## config.mk

```make
export PLATFORM = sky130hd
export DESIGN_NAME = divsq_core
export DESIGN_NICKNAME = d
export VERILOG_FILES = /design/src/rtl/divsq_pkg.sv /design/src/rtl/divsq_ctrl.sv /design/src/rtl/divsq_cost.sv /design/src/rtl/divsq_stage.sv /design/src/rtl/divsq_datapath.sv /design/src/rtl/divsq_core.sv
export SDC_FILE = /design/constraint.sdc
export NUM_CORES = 2
export LEC_CHECK = 0
export BUFFER_PORTS_ARGS = -buffer_cell sky130_fd_sc_hd__buf_2
export CORE_AREA = 2 2 348 350
export CTS_CLUSTER_SIZE = 30
export DETAILED_ROUTE_END_ITERATION = 10
export DIE_AREA = 0 0 350 352
export REMOVE_ABC_BUFFERS = 1
export SLEW_MARGIN = 20
export SYNTH_ARGS = -nofsm -noshare
export SYNTH_HDL_FRONTEND = slang
export SYNTH_SLANG_ARGS = --single-unit
```

## constraint.sdc

```tcl
create_clock -name clk -period 8.6 [get_ports clk]
set_input_delay 1.72 -clock clk [delete_from_list [all_inputs] [get_ports clk]]
set_output_delay 1.72 -clock clk [all_outputs]
set_load 0.03 [all_outputs]
```

## src/rtl/divsq_pkg.sv

```systemverilog
package divsq_pkg;

  typedef enum logic [1:0] {
    OP_DIV   = 2'd0,
    OP_SQRT  = 2'd1,
    OP_RSQRT = 2'd2,
    OP_DIVX  = 2'd3
  } opCode_e;

  // one-hot strobes that steer a datapath stage
  typedef struct packed {
    logic selDiv;
    logic selSqrt;
    logic selRsqrt;
  } opStrobe_t;

  function automatic opStrobe_t decodeOp(logic [1:0] code);
    opStrobe_t s;
    s = '0;
    case (code)
      OP_SQRT:  s.selSqrt  = 1'b1;
      OP_RSQRT: s.selRsqrt = 1'b1;
      default:  s.selDiv   = 1'b1;
    endcase
    return s;
  endfunction

endpackage

```

## src/rtl/divsq_ctrl.sv

```systemverilog
module divsq_ctrl
  import divsq_pkg::*;
#(
  parameter int NS = 8
) (
  input  logic                clk,
  input  logic                rstN,
  input  logic [1:0]          opCode,
  output opStrobe_t           setupSel,
  output opStrobe_t [NS-1:0]  stageSel,
  output opStrobe_t           finalSel
);

  // selPipe[k] sits beside the data register feeding stage k (k = NS feeds final)
  opStrobe_t [NS:0] selPipe;

  assign setupSel = decodeOp(opCode);

  always_ff @(posedge clk or negedge rstN) begin
    if (!rstN) selPipe <= '0;
    else       selPipe <= {selPipe[NS-1:0], setupSel};
  end

  assign stageSel = selPipe[NS-1:0];
  assign finalSel = selPipe[NS];

endmodule

```

## src/rtl/divsq_cost.sv

```systemverilog
module divsq_cost
  import divsq_pkg::*;
#(
  parameter int QP = 8,
  parameter int PW = 24
) (
  input  opStrobe_t         sel,
  input  logic [QP-1:0]     cand,
  input  logic [QP-1:0]     opnd,
  output logic [PW-1:0]     cost
);

  logic [PW-1:0] candW;
  logic [PW-1:0] opndW;

  assign candW = PW'(cand);
  assign opndW = PW'(opnd);

  always_comb begin
    if (sel.selDiv)       cost = candW * opndW;
    else if (sel.selSqrt) cost = candW * candW;
    else                  cost = candW * candW * opndW;
  end

endmodule

```

## src/rtl/divsq_stage.sv

```systemverilog
module divsq_stage
  import divsq_pkg::*;
#(
  parameter int QP    = 8,
  parameter int PW    = 24,
  parameter int L     = 1,
  parameter int SHIFT = 7
) (
  input  opStrobe_t      sel,
  input  logic [QP-1:0]  partialIn,
  input  logic [QP-1:0]  opnd,
  input  logic [PW-1:0]  target,
  output logic [QP-1:0]  partialOut
);

  localparam int RADIX = 1 << L;
  localparam int NCAND = RADIX - 1;

  logic [QP-1:0] candV [NCAND];
  logic [PW-1:0] costV [NCAND];
  logic          fitV  [NCAND];

  for (genvar j = 0; j < NCAND; j++) begin : g_digit
    assign candV[j] = partialIn | (QP'(j + 1) << SHIFT);
    divsq_cost #(.QP(QP), .PW(PW)) cost_i (
      .sel  (sel),
      .cand (candV[j]),
      .opnd (opnd),
      .cost (costV[j])
    );
    assign fitV[j] = (costV[j] <= target);
  end

  // cost grows with the digit, so the highest fitting digit is kept
  always_comb begin
    partialOut = partialIn;
    for (int j = 0; j < NCAND; j++) begin
      if (fitV[j]) partialOut = candV[j];
    end
  end

endmodule

```

## src/rtl/divsq_datapath.sv

```systemverilog
module divsq_datapath
  import divsq_pkg::*;
#(
  parameter int W = 8,
  parameter int F = 4,
  parameter int L = 1
) (
  input  logic                          clk,
  input  logic                          rstN,
  input  opStrobe_t                     setupSel,
  input  opStrobe_t [(W+L-1)/L-1:0]     stageSel,
  input  opStrobe_t                     finalSel,
  input  logic [W+F-1:0]                dividend,
  input  logic [W-1:0]                  divRad,
  output logic [W-1:0]                  quotRoot,
  output logic [3*W-1:0]                remainder
);

  localparam int NS = (W + L - 1) / L;
  localparam int QP = NS * L;
  localparam int PW = 3 * QP;

  logic [PW-1:0] tgtR  [NS+1];
  logic [QP-1:0] oprR  [NS+1];
  logic [QP-1:0] rootR [NS+1];
  logic [QP-1:0] nextRoot [NS];

  // setup: choose the bound that the result's cost must not exceed
  logic [PW-1:0] setupTgt;
  always_comb begin
    if (setupSel.selDiv)       setupTgt = PW'(dividend);
    else if (setupSel.selSqrt) setupTgt = PW'(divRad) << F;
    else                       setupTgt = PW'(1) << (3 * F);
  end

  always_ff @(posedge clk or negedge rstN) begin
    if (!rstN) begin
      tgtR[0]  <= '0;
      oprR[0]  <= '0;
      rootR[0] <= '0;
    end else begin
      tgtR[0]  <= setupTgt;
      oprR[0]  <= QP'(divRad);
      rootR[0] <= '0;
    end
  end

  for (genvar k = 0; k < NS; k++) begin : g_calc
    divsq_stage #(.QP(QP), .PW(PW), .L(L), .SHIFT(QP - L * (k + 1))) stage_i (
      .sel        (stageSel[k]),
      .partialIn  (rootR[k]),
      .opnd       (oprR[k]),
      .target     (tgtR[k]),
      .partialOut (nextRoot[k])
    );

    always_ff @(posedge clk or negedge rstN) begin
      if (!rstN) begin
        tgtR[k+1]  <= '0;
        oprR[k+1]  <= '0;
        rootR[k+1] <= '0;
      end else begin
        tgtR[k+1]  <= tgtR[k];
        oprR[k+1]  <= oprR[k];
        rootR[k+1] <= nextRoot[k];
      end
    end
  end

  // final: leftover = target - cost(result), then per-operation scaling
  logic [PW-1:0] finalCost;
  logic [PW-1:0] leftOver;
  logic [PW-1:0] scaledRem;

  divsq_cost #(.QP(QP), .PW(PW)) finalCost_i (
    .sel  (finalSel),
    .cand (rootR[NS]),
    .opnd (oprR[NS]),
    .cost (finalCost)
  );

  assign leftOver  = tgtR[NS] - finalCost;
  assign scaledRem = finalSel.selRsqrt ? leftOver : (leftOver << F);

  always_ff @(posedge clk or negedge rstN) begin
    if (!rstN) begin
      quotRoot  <= '0;
      remainder <= '0;
    end else begin
      quotRoot  <= rootR[NS][W-1:0];
      remainder <= scaledRem[3*W-1:0];
    end
  end

endmodule

```

## src/rtl/divsq_core.sv

```systemverilog
module divsq_core
  import divsq_pkg::*;
#(
  parameter int W = 8,
  parameter int F = 4,
  parameter int L = 1
) (
  input  logic             clk,
  input  logic             rstN,
  input  logic [1:0]       opCode,
  input  logic [W+F-1:0]   dividend,
  input  logic [W-1:0]     divRad,
  output logic [W-1:0]     quotRoot,
  output logic [3*W-1:0]   remainder
);

  localparam int NS = (W + L - 1) / L;

  opStrobe_t           setupSel;
  opStrobe_t [NS-1:0]  stageSel;
  opStrobe_t           finalSel;

  divsq_ctrl #(.NS(NS)) ctrl_i (
    .clk      (clk),
    .rstN     (rstN),
    .opCode   (opCode),
    .setupSel (setupSel),
    .stageSel (stageSel),
    .finalSel (finalSel)
  );

  divsq_datapath #(.W(W), .F(F), .L(L)) dp_i (
    .clk       (clk),
    .rstN      (rstN),
    .setupSel  (setupSel),
    .stageSel  (stageSel),
    .finalSel  (finalSel),
    .dividend  (dividend),
    .divRad    (divRad),
    .quotRoot  (quotRoot),
    .remainder (remainder)
  );

endmodule

```

==> impl_metrics.json <==
{
  "fp.dieW_um": 350,
  "synth_cell_types": 83,
  "register_area_um2": 6893,
  "synthAdderAreaFrac_pct": 46.29,
  "end_kind": "register",
  "cp_max_fo": 6,
  "finalCritPeriodShare_pct": 100.2,
  "fillers": 11390,
  "multiInputGateArea_um2": 37970,
  "drc_errors": 0,
  "drtPass1Iterations": 6,
  "synth-xor-area-share_pct": 3.835,
  "ant_nets": 0,
  "antenna_found_initial": 7,
  "cts_tree": "done",
  "num_rows": 127,
  "finalNonFillerCells": 7193,
  "synth_warnings": 0,
  "synth-edff-count": 0,
  "cts_num_sinks": 275,
  "vias": 35650,
  "critPathSlowestCell": "or4_4",
  "worstMarginPinSlew_ns": 1.177,
  "gp_congestion": 0.8488,
  "path_buf_inv": 8,
  "holdWs_ns": 0.3683,
  "synth_flop_cell": "dfrtp_1",
  "clock_latency_ns": 0.64,
  "final_area_um2": 54950,
  "syn_avg_cell_area_um2": 9.085,
  "ys_seq_area_share_pct": 14.49,
  "track_usage_pct": 18.76,
  "max_slew_margin_pct": 21.24,
  "critical-path-top-delay-family": "adder cells",
  "cts_max_path_buffers": 3,
  "nNetsFinal": 6977,
  "ys_ff_latch": 275,
  "syn_area_um2": 47500,
  "root_buffer": "clkbuf_16",
  "drt-vias-per-instance": 4.956,
  "hp-class": "reg -> reg",
  "grt_pass1_vias": 37240,
  "core_um2": 119300,
  "portBuffers": 55,
  "routed_wl_um": 112700,
  "dp_cells": 7087,
  "finalHoldViolations": 0,
  "postPlaceCellArea_um2": 51780,
  "crit_type": "reg -> reg",
  "synth_top_family_by_area": "adder cells",
  "overflow": 0,
  "grt_max_degree": 158,
  "cp-start-kind": "register",
  "synth-compound-area-share_pct": 9.020,
  "r2r_setup_slack_ns": -0.02,
  "grt_setup_unrepaired": "true",
  "h-tree-depth": 1,
  "arrival_ns": 9.12,
  "r2r-start": "dp_i.rootR[9]$_DFF_PN0_",
  "drtIter0Drc": 1540,
  "fin_crit_ns": 8.618,
  "hpwl_um": 90650,
  "slowest_delay_ns": 0.57,
  "die_h_um": 352,
  "finalSetupViolCount": 1,
  "reg2reg_depth": 35,
  "numCtsBuffers": 30,
  "r2r_end": "dp_i.rootR[0]$_DFF_PN0_",
  "violations": "setup timing",
  "initial_utilization_pct": 39.80,
  "drive_gt1_share_pct": 14.32,
  "syn_to_final_growth_pct": 15.68,
  "final_cell_mix": "979 x inv_1, 754 x ha_1, 593 x fa_1, 480 x and2_1, 447 x nand2_1",
  "crit_cells": 35,
  "grt_pass1_wl_um": 190000,
  "yosys-mux-area-fraction_pct": 0.9720,
  "async_flop_share_pct": 100.0,
  "fin_skew_ns": 0.06375,
  "min_to": "dp_i.tgtR[32]$_DFF_PN0_",
  "layout_setup_ws_ns": -0.01820,
  "status": "finished, violations left",
  "synth_cells": 5228,
  "drv_slew": 0,
  "final_common_cell": "inv_1",
  "wl_per_cell_um": 15.67,
  "clkTransAtPathRegs_ns": 0.08,
  "post-route-util_pct": 46.04,
  "pin_count": 56,
  "fmax_mhz": 116.0,
  "hold_start": "dp_i.tgtR[56]$_DFF_PN0_",
  "required_ns": 9.10,
  "die_area_um2": 123200,
  "maxCapViolCount": 0,
  "yosys.area_share.simple_pct": 16.36,
  "min_path_cells": 0
}
-- Yosys cell counts (42+ instances only) --
| master | number | area share [%] |
|---|---|---|
| nand2b_1 | 68 | 0.90 |
| nand2_1 | 458 | 3.6 |
| a21oi_1 | 204 | 2.1 |
| a21o_1 | 81 | 1.3 |
| clkbuf_1 | 133 | 1.1 |
| and2_1 | 504 | 6.6 |
| dfrtp_1 | 275 | 14 |
| o21ai_0 | 138 | 1.5 |
| nor2b_1 | 90 | 1.2 |
| xnor2_1 | 123 | 2.3 |
| nor2_1 | 176 | 1.4 |
| ha_1 | 794 | 21 |
| inv_1 | 1007 | 8.0 |
| xor2_1 | 85 | 1.6 |
| fa_1 | 602 | 25 |
| nor3_1 | 42 | 0.44 |
-- kinds of logic after synthesis --
kind of cell,after synthesis
and+or+nand+nor,1497
adders and majority gates,1396
buffers and inverters,1144
AOI/OAI and AO/OA,663
DFF,275
xor gates and xnor gates,208
muxes,45
-- worst register-to-register path, delay by kind of cell, from the launching register on --
family / cells / cell delay (ns)
buf+inv: 8 / 0.64
xor+xnor: 2 / 0.35
fa+ha+maj: 11 / 4.37
mux: 1 / 0.23
flops: 1 / 0.53
simple gates: 6 / 1.27
compound gates: 7 / 1.11
-- area by class of cell --
| type | count | area share (%) |
|---|---|---|
| multi-input combinational | 3809 | 69.10 |
| inverter | 1007 | 6.879 |
| clock inverter | 21 | 0.4805 |
| timing repair buffer | 434 | 5.857 |
| clock buffer | 34 | 1.467 |
| sequential | 275 | 12.54 |
| antenna | 1 | 0.004554 |
| tap | 1612 | 3.671 |
-- routing by layer --
layer / up-vias / wire [um] / global-route usage, %
li1: 17290 / - / -
met1: 17720 / 52020 / 25.79
met2: 513 / 54180 / 31.62
met3: 129 / 4396 / 2.392
met4: 4 / 2109 / 3.681
met5: - / 27 / 0
-- state kept, by name (all words and copies together) (netlist names) --
register	flops
dp_i.rootR	36
dp_i.tgtR	117
ctrl_i.finalSel	2
ctrl_i.stageSel	16
dp_i.remainder	24
dp_i.quotRoot	8
dp_i.oprR	72
-- timing repair --
item	4_1_cts	5_1_grt
buffers inserted	14	41
resized for setup	99	272
pin swaps	63	200
hold buffers	0	0
setup endpoints to repair	14	17
endpoints found under the hold margin	0	0
-- how the worst max path moves through the flow --
| stage | to | slack, ns | startpoint |
|---|---|---|---|
| 6_report | dp_i.rootR[0]$_DFF_PN0_ | -0.02 | dp_i.rootR[9]$_DFF_PN0_ |
| 5_1_grt | dp_i.rootR[0]$_DFF_PN0_ | -0.32 | dp_i.rootR[9]$_DFF_PN0_ |
| 3_5_place_dp | dp_i.rootR[0]$_DFF_PN0_ | -0.68 | dp_i.rootR[9]$_DFF_PN0_ |
| 3_3_place_gp | dp_i.rootR[0]$_DFF_PN0_ | -0.71 | dp_i.rootR[9]$_DFF_PN0_ |
| 2_1_floorplan | dp_i.rootR[0]$_DFF_PN0_ | -0.23 | dp_i.rootR[13]$_DFF_PN0_ |
| 4_1_cts | dp_i.rootR[0]$_DFF_PN0_ | -0.13 | dp_i.rootR[9]$_DFF_PN0_ |
-- per-stage QoR --
stage / TNS, ns / worst slack [ns]
floorplan: -0.9527 / -0.2309
global placement: -1.990 / -0.7148
detailed placement: -2.924 / -0.6778
CTS: -0.1313 / -0.1313
global route: -0.9481 / -0.3167
finish: -0.01820 / -0.01820
Power is left out: the tool's default activity adds up to more than one toggle a clock period on the data nets, which glitch-free logic cannot reach.
